### src/rtl/ltf_pkg.sv
package ltf_pkg;

  typedef enum logic [1:0] {
    ST_IDLE = 2'd0,
    ST_SOF  = 2'd1,
    ST_PAY  = 2'd2,
    ST_EOF  = 2'd3
  } ltf_state_e;

  localparam logic [1:0] KIND_DATA = 2'd0;
  localparam logic [1:0] KIND_SYNC = 2'd1;
  localparam logic [1:0] KIND_SWDV = 2'd2;

  function automatic logic kind_is_prim(input logic [1:0] k);
    return (k == KIND_SYNC) || (k == KIND_SWDV);
  endfunction

endpackage

### src/rtl/ltf_start_gate.sv
module ltf_start_gate (
  input  logic word_avail,
  input  logic rtx_empty,
  input  logic remote_backoff,
  output logic go
);
  // a frame may open only with a queued word, a drained retransmit path
  // and no back-off request from the far end
  assign go = word_avail & rtx_empty & ~remote_backoff;
endmodule

### src/rtl/ltf_len_counter.sv
module ltf_len_counter #(
  parameter int DATA_MAX_WORDS = 512,
  parameter int PRIM_MAX_WORDS = 1
) (
  input  logic clk,
  input  logic rst_n,
  input  logic clear,
  input  logic bump,
  input  logic prim,
  output logic room
);
  localparam int CNT_W = $clog2(DATA_MAX_WORDS + 1);
  localparam logic [CNT_W-1:0] DATA_LIM = CNT_W'(DATA_MAX_WORDS);

  logic [CNT_W-1:0] cnt_q;
  logic [CNT_W-1:0] prim_lim;

  // the primitive limit never exceeds the data limit
  generate
    if (PRIM_MAX_WORDS < DATA_MAX_WORDS) begin : g_prim_own
      assign prim_lim = CNT_W'(PRIM_MAX_WORDS);
    end else begin : g_prim_clamp
      assign prim_lim = DATA_LIM;
    end
  endgenerate

  always_ff @(posedge clk or negedge rst_n) begin
    if (!rst_n)     cnt_q <= '0;
    else if (clear) cnt_q <= '0;
    else if (bump)  cnt_q <= cnt_q + 1'b1;
  end

  assign room = cnt_q < (prim ? prim_lim : DATA_LIM);
endmodule

### src/rtl/ltf_out_mux.sv
module ltf_out_mux
  import ltf_pkg::*;
#(
  parameter int WORD_W = 32
) (
  input  ltf_state_e        state,
  input  logic [1:0]        kind,
  input  logic [WORD_W-1:0] head_data,
  input  logic              pay_ok,
  output logic              valid,
  output logic [WORD_W-1:0] word,
  output logic              ctrl
);
  always_comb begin
    valid = 1'b0;
    ctrl  = 1'b0;
    word  = '0;
    unique case (state)
      ST_SOF: begin
        valid     = 1'b1;
        ctrl      = 1'b1;
        word[1:0] = kind;
      end
      ST_PAY: begin
        valid = pay_ok;
        word  = head_data;
      end
      ST_EOF: begin
        valid     = 1'b1;
        ctrl      = 1'b1;
        word[2]   = 1'b1;
        word[1:0] = kind;
      end
      default: begin
        valid = 1'b0;
      end
    endcase
  end
endmodule

### src/rtl/link_tx_framer.sv
module link_tx_framer
  import ltf_pkg::*;
#(
  parameter int WORD_W         = 32,
  parameter int DATA_MAX_BYTES = 2048,
  parameter int PRIM_MAX_WORDS = 1
) (
  input  logic              clk,
  input  logic              rst_n,
  input  logic              in_valid,
  output logic              in_ready,
  input  logic [WORD_W-1:0] in_data,
  input  logic [1:0]        in_kind,
  input  logic              rtx_empty,
  input  logic              remote_backoff,
  output logic              out_valid,
  input  logic              out_ready,
  output logic [WORD_W-1:0] out_word,
  output logic              out_ctrl
);
  localparam int BYTES_PER_WORD = WORD_W / 8;
  localparam int DATA_MAX_WORDS = DATA_MAX_BYTES / BYTES_PER_WORD;

  ltf_state_e state_q, state_d;
  logic [1:0] kind_q;
  logic       go;
  logic       room;
  logic       pay_ok;

  ltf_start_gate u_gate (
    .word_avail     (in_valid),
    .rtx_empty      (rtx_empty),
    .remote_backoff (remote_backoff),
    .go             (go)
  );

  ltf_len_counter #(
    .DATA_MAX_WORDS (DATA_MAX_WORDS),
    .PRIM_MAX_WORDS (PRIM_MAX_WORDS)
  ) u_len (
    .clk   (clk),
    .rst_n (rst_n),
    .clear (state_q == ST_SOF),
    .bump  (in_ready),
    .prim  (kind_is_prim(kind_q)),
    .room  (room)
  );

  // the head word joins the open frame only if its type matches and room is left
  assign pay_ok   = in_valid && (in_kind == kind_q) && room;
  assign in_ready = (state_q == ST_PAY) && pay_ok && out_ready;

  ltf_out_mux #(.WORD_W(WORD_W)) u_mux (
    .state     (state_q),
    .kind      (kind_q),
    .head_data (in_data),
    .pay_ok    (pay_ok),
    .valid     (out_valid),
    .word      (out_word),
    .ctrl      (out_ctrl)
  );

  always_comb begin
    state_d = state_q;
    unique case (state_q)
      ST_IDLE: if (go)         state_d = ST_SOF;
      ST_SOF:  if (out_ready)  state_d = ST_PAY;
      ST_PAY:  if (!pay_ok)    state_d = ST_EOF;
      ST_EOF:  if (out_ready)  state_d = ST_IDLE;
      default:                 state_d = ST_IDLE;
    endcase
  end

  always_ff @(posedge clk or negedge rst_n) begin
    if (!rst_n) begin
      state_q <= ST_IDLE;
      kind_q  <= KIND_DATA;
    end else begin
      state_q <= state_d;
      if (state_q == ST_IDLE && go) kind_q <= in_kind;
    end
  end
endmodule

### config.mk
export PLATFORM = sky130hd
export DESIGN_NAME = link_tx_framer
export DESIGN_NICKNAME = d
export VERILOG_FILES = /design/src/rtl/ltf_pkg.sv /design/src/rtl/ltf_start_gate.sv /design/src/rtl/ltf_len_counter.sv /design/src/rtl/ltf_out_mux.sv /design/src/rtl/link_tx_framer.sv
export SDC_FILE = /design/constraint.sdc
export NUM_CORES = 1
export LEC_CHECK = 0
export CAP_MARGIN = 10
export CORE_UTILIZATION = 55
export DETAILED_ROUTE_END_ITERATION = 7
export DONT_BUFFER_PORTS = 1
export PLACE_DENSITY_LB_ADDON = 0.12
export SYNTH_ARGS = -nofsm -noshare
export SYNTH_HDL_FRONTEND = slang
export SYNTH_SLANG_ARGS = --single-unit
### constraint.sdc
create_clock -name clk -period 3.32 [get_ports clk]
set_input_delay 0.332 -clock clk [delete_from_list [all_inputs] [get_ports clk]]
set_output_delay 0.332 -clock clk [all_outputs]
set_load 0.02 [all_outputs]
==> impl_metrics.env, run 1 <==
export IMPL_outcome="completed"
export IMPL_area_growth_pct=3.62
export IMPL_htreeDepth=1
export IMPL_setup_viol_count_final=0
export IMPL_pwr_share_clk=0.098
export IMPL_drv_cap=0
export IMPL_avgSynthCellArea_um2=8.97
export IMPL_antenna_cells=0
export IMPL_die_width_um=48.2
export IMPL_skew_ns=0.00490
export IMPL_grt_max_degree=34
export IMPL_timing_final_ws_setup_ns=0.709
export IMPL_cts_sinks=14
export IMPL_fp_dieH_um=48.2
export IMPL_period_share=0.787
export IMPL_vias=932
export IMPL_ys_seq_elements=14
export IMPL_comb_power_share=0.669
export IMPL_post_cts_setup_buffers=0
export IMPL_max_freq_mhz=383
export IMPL_antenna_left=0
export IMPL_synthAdderAreaFrac=0.0745
export IMPL_synthMuxAreaShare=0.0745
export IMPL_stdcell_count=157
export IMPL_finalHoldViolCount=0
export IMPL_maxSlewViolCount=0
export IMPL_grt_antenna_before_repair=0
export IMPL_critPathMaxStageDelay_ns=0.44
export IMPL_drt_pass1_iterations=4
export IMPL_worst_path_dominant_cell_family="simple AND/OR/NAND/NOR gates"
export IMPL_place_area_mm2=0.00118
export IMPL_power_leakage_nw=0.521
export IMPL_p_sw_mw=0.584
export IMPL_powerDensity_mw_per_mm2=848
export IMPL_synth_simple_gate_area_frac=0.357
export IMPL_drcViolationCount=0
export IMPL_seq_area_frac_synth=0.298
export IMPL_setup_tns_ns=0
export IMPL_ys_warn_count=0
export IMPL_ios=75
export IMPL_synth_xor_area_frac=0.0288
export IMPL_clock_path_buffers=2
export IMPL_grt_overflow_total=0
export IMPL_via_per_inst=5.94
export IMPL_post_place_ws_ns=1.03
export IMPL_power_internal_mw=0.449
export IMPL_irDropWorstVdd_uv=606
export IMPL_cp_data_arrival_time_ns=2.28
export IMPL_path_clk_slew_ns=0.08
export IMPL_io_buffers=0
export IMPL_synth_top_family_by_area="simple AND/OR/NAND/NOR gates"
export IMPL_drtIter0Drc=23
export IMPL_path_cells="xor2_2, ha_1, and3b_1, nand3_1, o21a_1, nor2_1"
export IMPL_power_frac_seq=0.234
export IMPL_grtUsageTotal=0.226
export IMPL_synth_compound_area_share=0.125
export IMPL_crit_buf_inv=0
export IMPL_whs_ns=0.192
export IMPL_cts_root_buffer="clkbuf_4"
export IMPL_stdcell_area_mm2=0.00122
export IMPL_drive_gt1_frac=0.0846
export IMPL_start_kind="register"
export IMPL_worst_pin_slew_ns=0.664
export IMPL_mappedNetlistNets=178
export IMPL_dieArea_mm2=0.00233
export IMPL_numCtsBuffers=3
export IMPL_rsz0062_at_grt="no"
export IMPL_cp_max_fo=12
export IMPL_cts_tree="yes"
export IMPL_dp_hpwl_mm=1.90
export IMPL_relSlewSlack=0.556
export IMPL_fin_util=0.614
export IMPL_min_path_type="input port to register"
export IMPL_post_drt_wl_per_cell_um=15.7
export IMPL_dpl_cell_count=153
export IMPL_first_global_vias=821
export IMPL_cp_required_ns=2.99
export IMPL_fin_total_pwr_mw=1.03
export IMPL_syn_area_mm2=0.00117
export IMPL_start_util=0.593
export IMPL_sw_frac_of_total=0.566
export IMPL_ys_types=34
export IMPL_worstSetupPathType="register to output port"
export IMPL_critPathSlowestCell="dfrtp_1"
export IMPL_min_period_ns=2.61
export IMPL_endpoint_kind="output port"
export IMPL_final_common_cell="and2_1"
export IMPL_grt_pass1_wl_mm=3.64
export IMPL_core_area_mm2=0.00198
export IMPL_final_nets=179
export IMPL_wirelength_mm=2.46
export IMPL_syn_instance_count=131
export IMPL_std_cell_rows=16
export IMPL_insertion_delay_ns=0.29
export IMPL_layout_common_cells="and2_1 (29), dfrtp_1 (14), nor2_1 (10)"
export IMPL_gp_congestion=0.869
==> synthesized netlist by cell type <==
cell type / number / area [um^2]
o21a_1: 1 / 7.51
ha_1: 7 / 87.6
nand3_1: 3 / 15.0
nand4_1: 4 / 25.0
nor2_1: 10 / 37.5
or4_1: 6 / 45.0
nor4_4: 1 / 21.3
nor2b_1: 3 / 18.8
clkbuf_2: 1 / 5.00
mux2_2: 3 / 33.8
xor2_2: 1 / 16.3
mux2_1: 3 / 33.8
o31ai_1: 6 / 45.0
dfrtp_1: 14 / 350
a21o_1: 1 / 7.51
nor4_1: 2 / 12.5
xnor2_1: 2 / 17.5
and4_1: 1 / 8.76
mux2i_1: 2 / 20.0
a41oi_4: 1 / 27.5
o221ai_1: 1 / 8.76
and3_1: 1 / 6.26
and2_1: 29 / 181
inv_1: 5 / 18.8
a21oi_1: 6 / 30.0
nor3_1: 1 / 5.00
o21ai_0: 1 / 5.00
buf_6: 1 / 11.3
nand2_1: 4 / 15.0
and3b_1: 1 / 8.76
clkbuf_1: 4 / 15.0
a22oi_1: 2 / 15.0
nor2_2: 1 / 6.26
nand2b_1: 2 / 12.5
==> flip-flops by register name, summed over array words and instances, names as in the netlist <==
register	cells
kind_q	2
state_q	2
u_len.cnt_q	10
==> kinds of logic after synthesis <==
kind of cell / Yosys count
adder cells (fa/ha/maj): 7
AO/OA/AOI/OAI: 19
XOR/XNOR: 3
flip-flops: 14
buffers and inverters: 11
AND/OR/NAND/NOR: 69
multiplexers: 8
==> power by group through the flow <==
| stage | Clock [mW] | Combinational, mW | Sequential [mW] |
|---|---|---|---|
| after global routing | 0.107 | 0.752 | 0.248 |
| after floorplan | 0 | 0.634 | 0.237 |
| final | 0.101 | 0.691 | 0.241 |
| after global placement | 0 | 0.674 | 0.241 |
| after detailed placement | 0 | 0.687 | 0.245 |
| after CTS | 0.101 | 0.693 | 0.242 |
==> repair_timing <==
| item | in CTS | in global routing |
|---|---|---|
| gates resized for setup | 0 | 0 |
| endpoints found under the hold margin | 14 | 0 |
| hold buffers | 1 | 0 |
==> worst register-to-register path, cell delays in order (launching register included) <==
cell and delay (ns):
dfrtp_1 0.44, xor2_2 0.22, ha_1 0.20, and3b_1 0.23, nand3_1 0.31, nor4_1 0.40
mux2_1 0.35
==> final cells by class <==
| cell class | instances | area, um^2 |
|---|---|---|
| inverters | 5 | 18.8 |
| clock buffers | 3 | 22.5 |
| multi-input cells | 106 | 774 |
| fillers | 166 | 764 |
| repair buffers | 2 | 17.5 |
| well taps | 27 | 33.8 |
| flip-flops and latches | 14 | 350 |
==> worst paths after layout <==
path                                        to  cells after the start  slack, ns      startpoint
min in group asynchronous       u_len.cnt_q[6]                      1       0.51           rst_n
worst min register to register  u_len.cnt_q[9]                      2       0.57  u_len.cnt_q[9]
worst max register to register  u_len.cnt_q[6]                      6       1.07       kind_q[1]
worst min-delay path                 kind_q[1]                      1       0.19      in_kind[1]
worst max-delay path                 out_valid                      6       0.71       kind_q[1]
max in group asynchronous            kind_q[1]                      1       2.38           rst_n
==> layer usage <==
layer	track usage	part of all wire
met1	0.326	0.50
met2	0.331	0.45
met3	0.0704	0.048
met4	0.0500	0.0073
met5	0	0
No activity file was read; power rests on OpenSTA's default activity.
==> run 2, diff against run 1 <==
clock period = 2.3 ns   (was 3.32 ns; I/O delays follow)
==> impl_metrics.env, run 2 (same netlist as run 1, synthesis figures left out) <==
export IMPL_outcome="completed"
export IMPL_area_growth_pct=9.37
export IMPL_first_global_vias=761
export IMPL_dp_hpwl_mm=1.97
export IMPL_whs_ns=0.102
export IMPL_final_nets=186
export IMPL_cp_required_ns=2.07
export IMPL_critPathSlowestCell="dfrtp_2"
export IMPL_largest_register_ffs=10
export IMPL_layout_common_cells="and2_1 (29), dfrtp_1 (13), nor2_1 (10)"
export IMPL_start_util=0.593
export IMPL_ios=75
export IMPL_antenna_left=0
export IMPL_min_path_type="input port to register"
export IMPL_stdcell_area_mm2=0.00128
export IMPL_fin_util=0.648
export IMPL_grt_antenna_before_repair=0
export IMPL_critPathMaxStageDelay_ns=0.45
export IMPL_gp_congestion=0.853
export IMPL_grt_pass1_wl_mm=3.35
export IMPL_wirelength_mm=2.60
export IMPL_htreeDepth=1
export IMPL_path_cells="xor2_2, ha_1, and3b_2, nand4_1, nor2_2"
export IMPL_worst_path_dominant_cell_family="simple AND/OR/NAND/NOR gates"
export IMPL_antenna_cells=0
export IMPL_drcViolationCount=0
export IMPL_maxSlewViolCount=0
export IMPL_post_drt_wl_per_cell_um=15.9
export IMPL_irDropWorstVdd_uv=919
export IMPL_vias=998
export IMPL_relSlewSlack=0.575
export IMPL_timing_final_ws_setup_ns=0.0720
export IMPL_finalHoldViolCount=0
export IMPL_setup_viol_count_final=0
export IMPL_fp_dieH_um=48.2
export IMPL_numCtsBuffers=3
export IMPL_insertion_delay_ns=0.28
export IMPL_start_kind="register"
export IMPL_reg_top3="u_len.cnt_q (10), kind_q (2), state_q (2)"
export IMPL_place_area_mm2=0.00120
export IMPL_grt_max_degree=34
export IMPL_pwr_share_clk=0.084
export IMPL_io_buffers=0
export IMPL_cts_sinks=14
export IMPL_min_period_ns=2.23
export IMPL_top_register="u_len.cnt_q"
export IMPL_endpoint_kind="output port"
export IMPL_via_per_inst=6.09
export IMPL_powerDensity_mw_per_mm2=1270
export IMPL_cts_root_buffer="clkbuf_4"
export IMPL_max_freq_mhz=449
export IMPL_power_internal_mw=0.751
export IMPL_fillers=157
export IMPL_clock_path_buffers=2
export IMPL_worst_pin_slew_ns=0.635
export IMPL_path_clk_slew_ns=0.08
export IMPL_dieArea_mm2=0.00233
export IMPL_comb_power_share=0.701
export IMPL_period_share=0.969
export IMPL_cp_max_fo=5
export IMPL_core_area_mm2=0.00198
export IMPL_worstSetupPathType="register to output port"
export IMPL_sw_frac_of_total=0.541
export IMPL_grt_overflow_total=0
export IMPL_std_cell_rows=16
export IMPL_drt_pass1_iterations=4
export IMPL_cts_tree="yes"
export IMPL_power_leakage_nw=0.554
export IMPL_drive_gt1_frac=0.153
export IMPL_skew_ns=0.000961
export IMPL_drv_cap=0
export IMPL_crit_buf_inv=0
export IMPL_cp_data_arrival_time_ns=2.00
export IMPL_die_width_um=48.2
export IMPL_post_place_ws_ns=0.0279
export IMPL_power_frac_seq=0.216
export IMPL_grtUsageTotal=0.208
export IMPL_p_sw_mw=0.886
export IMPL_drtIter0Drc=34
export IMPL_final_common_cell="and2_1"
-- run 2: cell count changes in the layout (fill, tap and decap cells not counted), sizes merged --
cell  change
buf       +7
-- run 2: metrics by stage --
stage               setup TNS (ns)  power [mW]  cells
floorplan                        0        1.26    131
global placement                 0        1.36    155
finish                           0        1.64    164
global route               -0.0151        1.73    164
detailed placement               0        1.38    155
CTS                              0        1.63    162
-- run 2: path summary, 6_finish.rpt --
kind / start / endpoint / slack, ns / depth (start not counted)
max: kind_q[1] / in_ready / 0.07 / 5
min: in_kind[1] / kind_q[1] / 0.10 / 1
max reg2reg: kind_q[1] / u_len.cnt_q[0] / 0.09 / 6
min reg2reg: u_len.cnt_q[9] / u_len.cnt_q[9] / 0.58 / 2
max in group asynchronous: rst_n / kind_q[1] / 1.45 / 1
min in group asynchronous: rst_n / u_len.cnt_q[8] / 0.41 / 1
-- run 2: what timing repair did --
| item | in CTS | in global routing |
|---|---|---|
| cloned | 0 | 0 |
| hold endpoints to repair | 14 | 0 |
| buffers inserted | 3 | 2 |
| endpoints found under the setup margin | 1 | 3 |
| gates resized for setup | 2 | 2 |
| hold buffers | 1 | 0 |
-- run 2: routing by layer --
metal | GRT usage | vias up | part of all wire | wire length (um)
met4 | 0.0278 | 0 | 0 | 0
met1 | 0.287 | 479 | 0.46 | 1190
met5 | 0 | - | 0 | 0
met2 | 0.323 | 39 | 0.48 | 1250
li1 | - | 480 | - | -
met3 | 0.0704 | 0 | 0.061 | 158
-- run 2: layout make-up --
type                            count  area (um^2)  share of cell area
Clock buffer                        3         22.5              0.0175
Tap cell                           27         33.8              0.0263
Sequential cell                    14          352               0.274
Multi-Input combinational cell    106          788               0.613
Inverter                            5         18.8              0.0146
Timing Repair Buffer                9         70.1              0.0545
-- run 2: power groups by stage --
stage | Sequential (mW) | Combinational [mW] | Clock [mW]
after CTS | 0.350 | 1.14 | 0.140
final | 0.354 | 1.15 | 0.137
after detailed placement | 0.355 | 1.03 | 0
after global placement | 0.348 | 1.01 | 0
after global routing | 0.356 | 1.22 | 0.151
after floorplan | 0.342 | 0.916 | 0
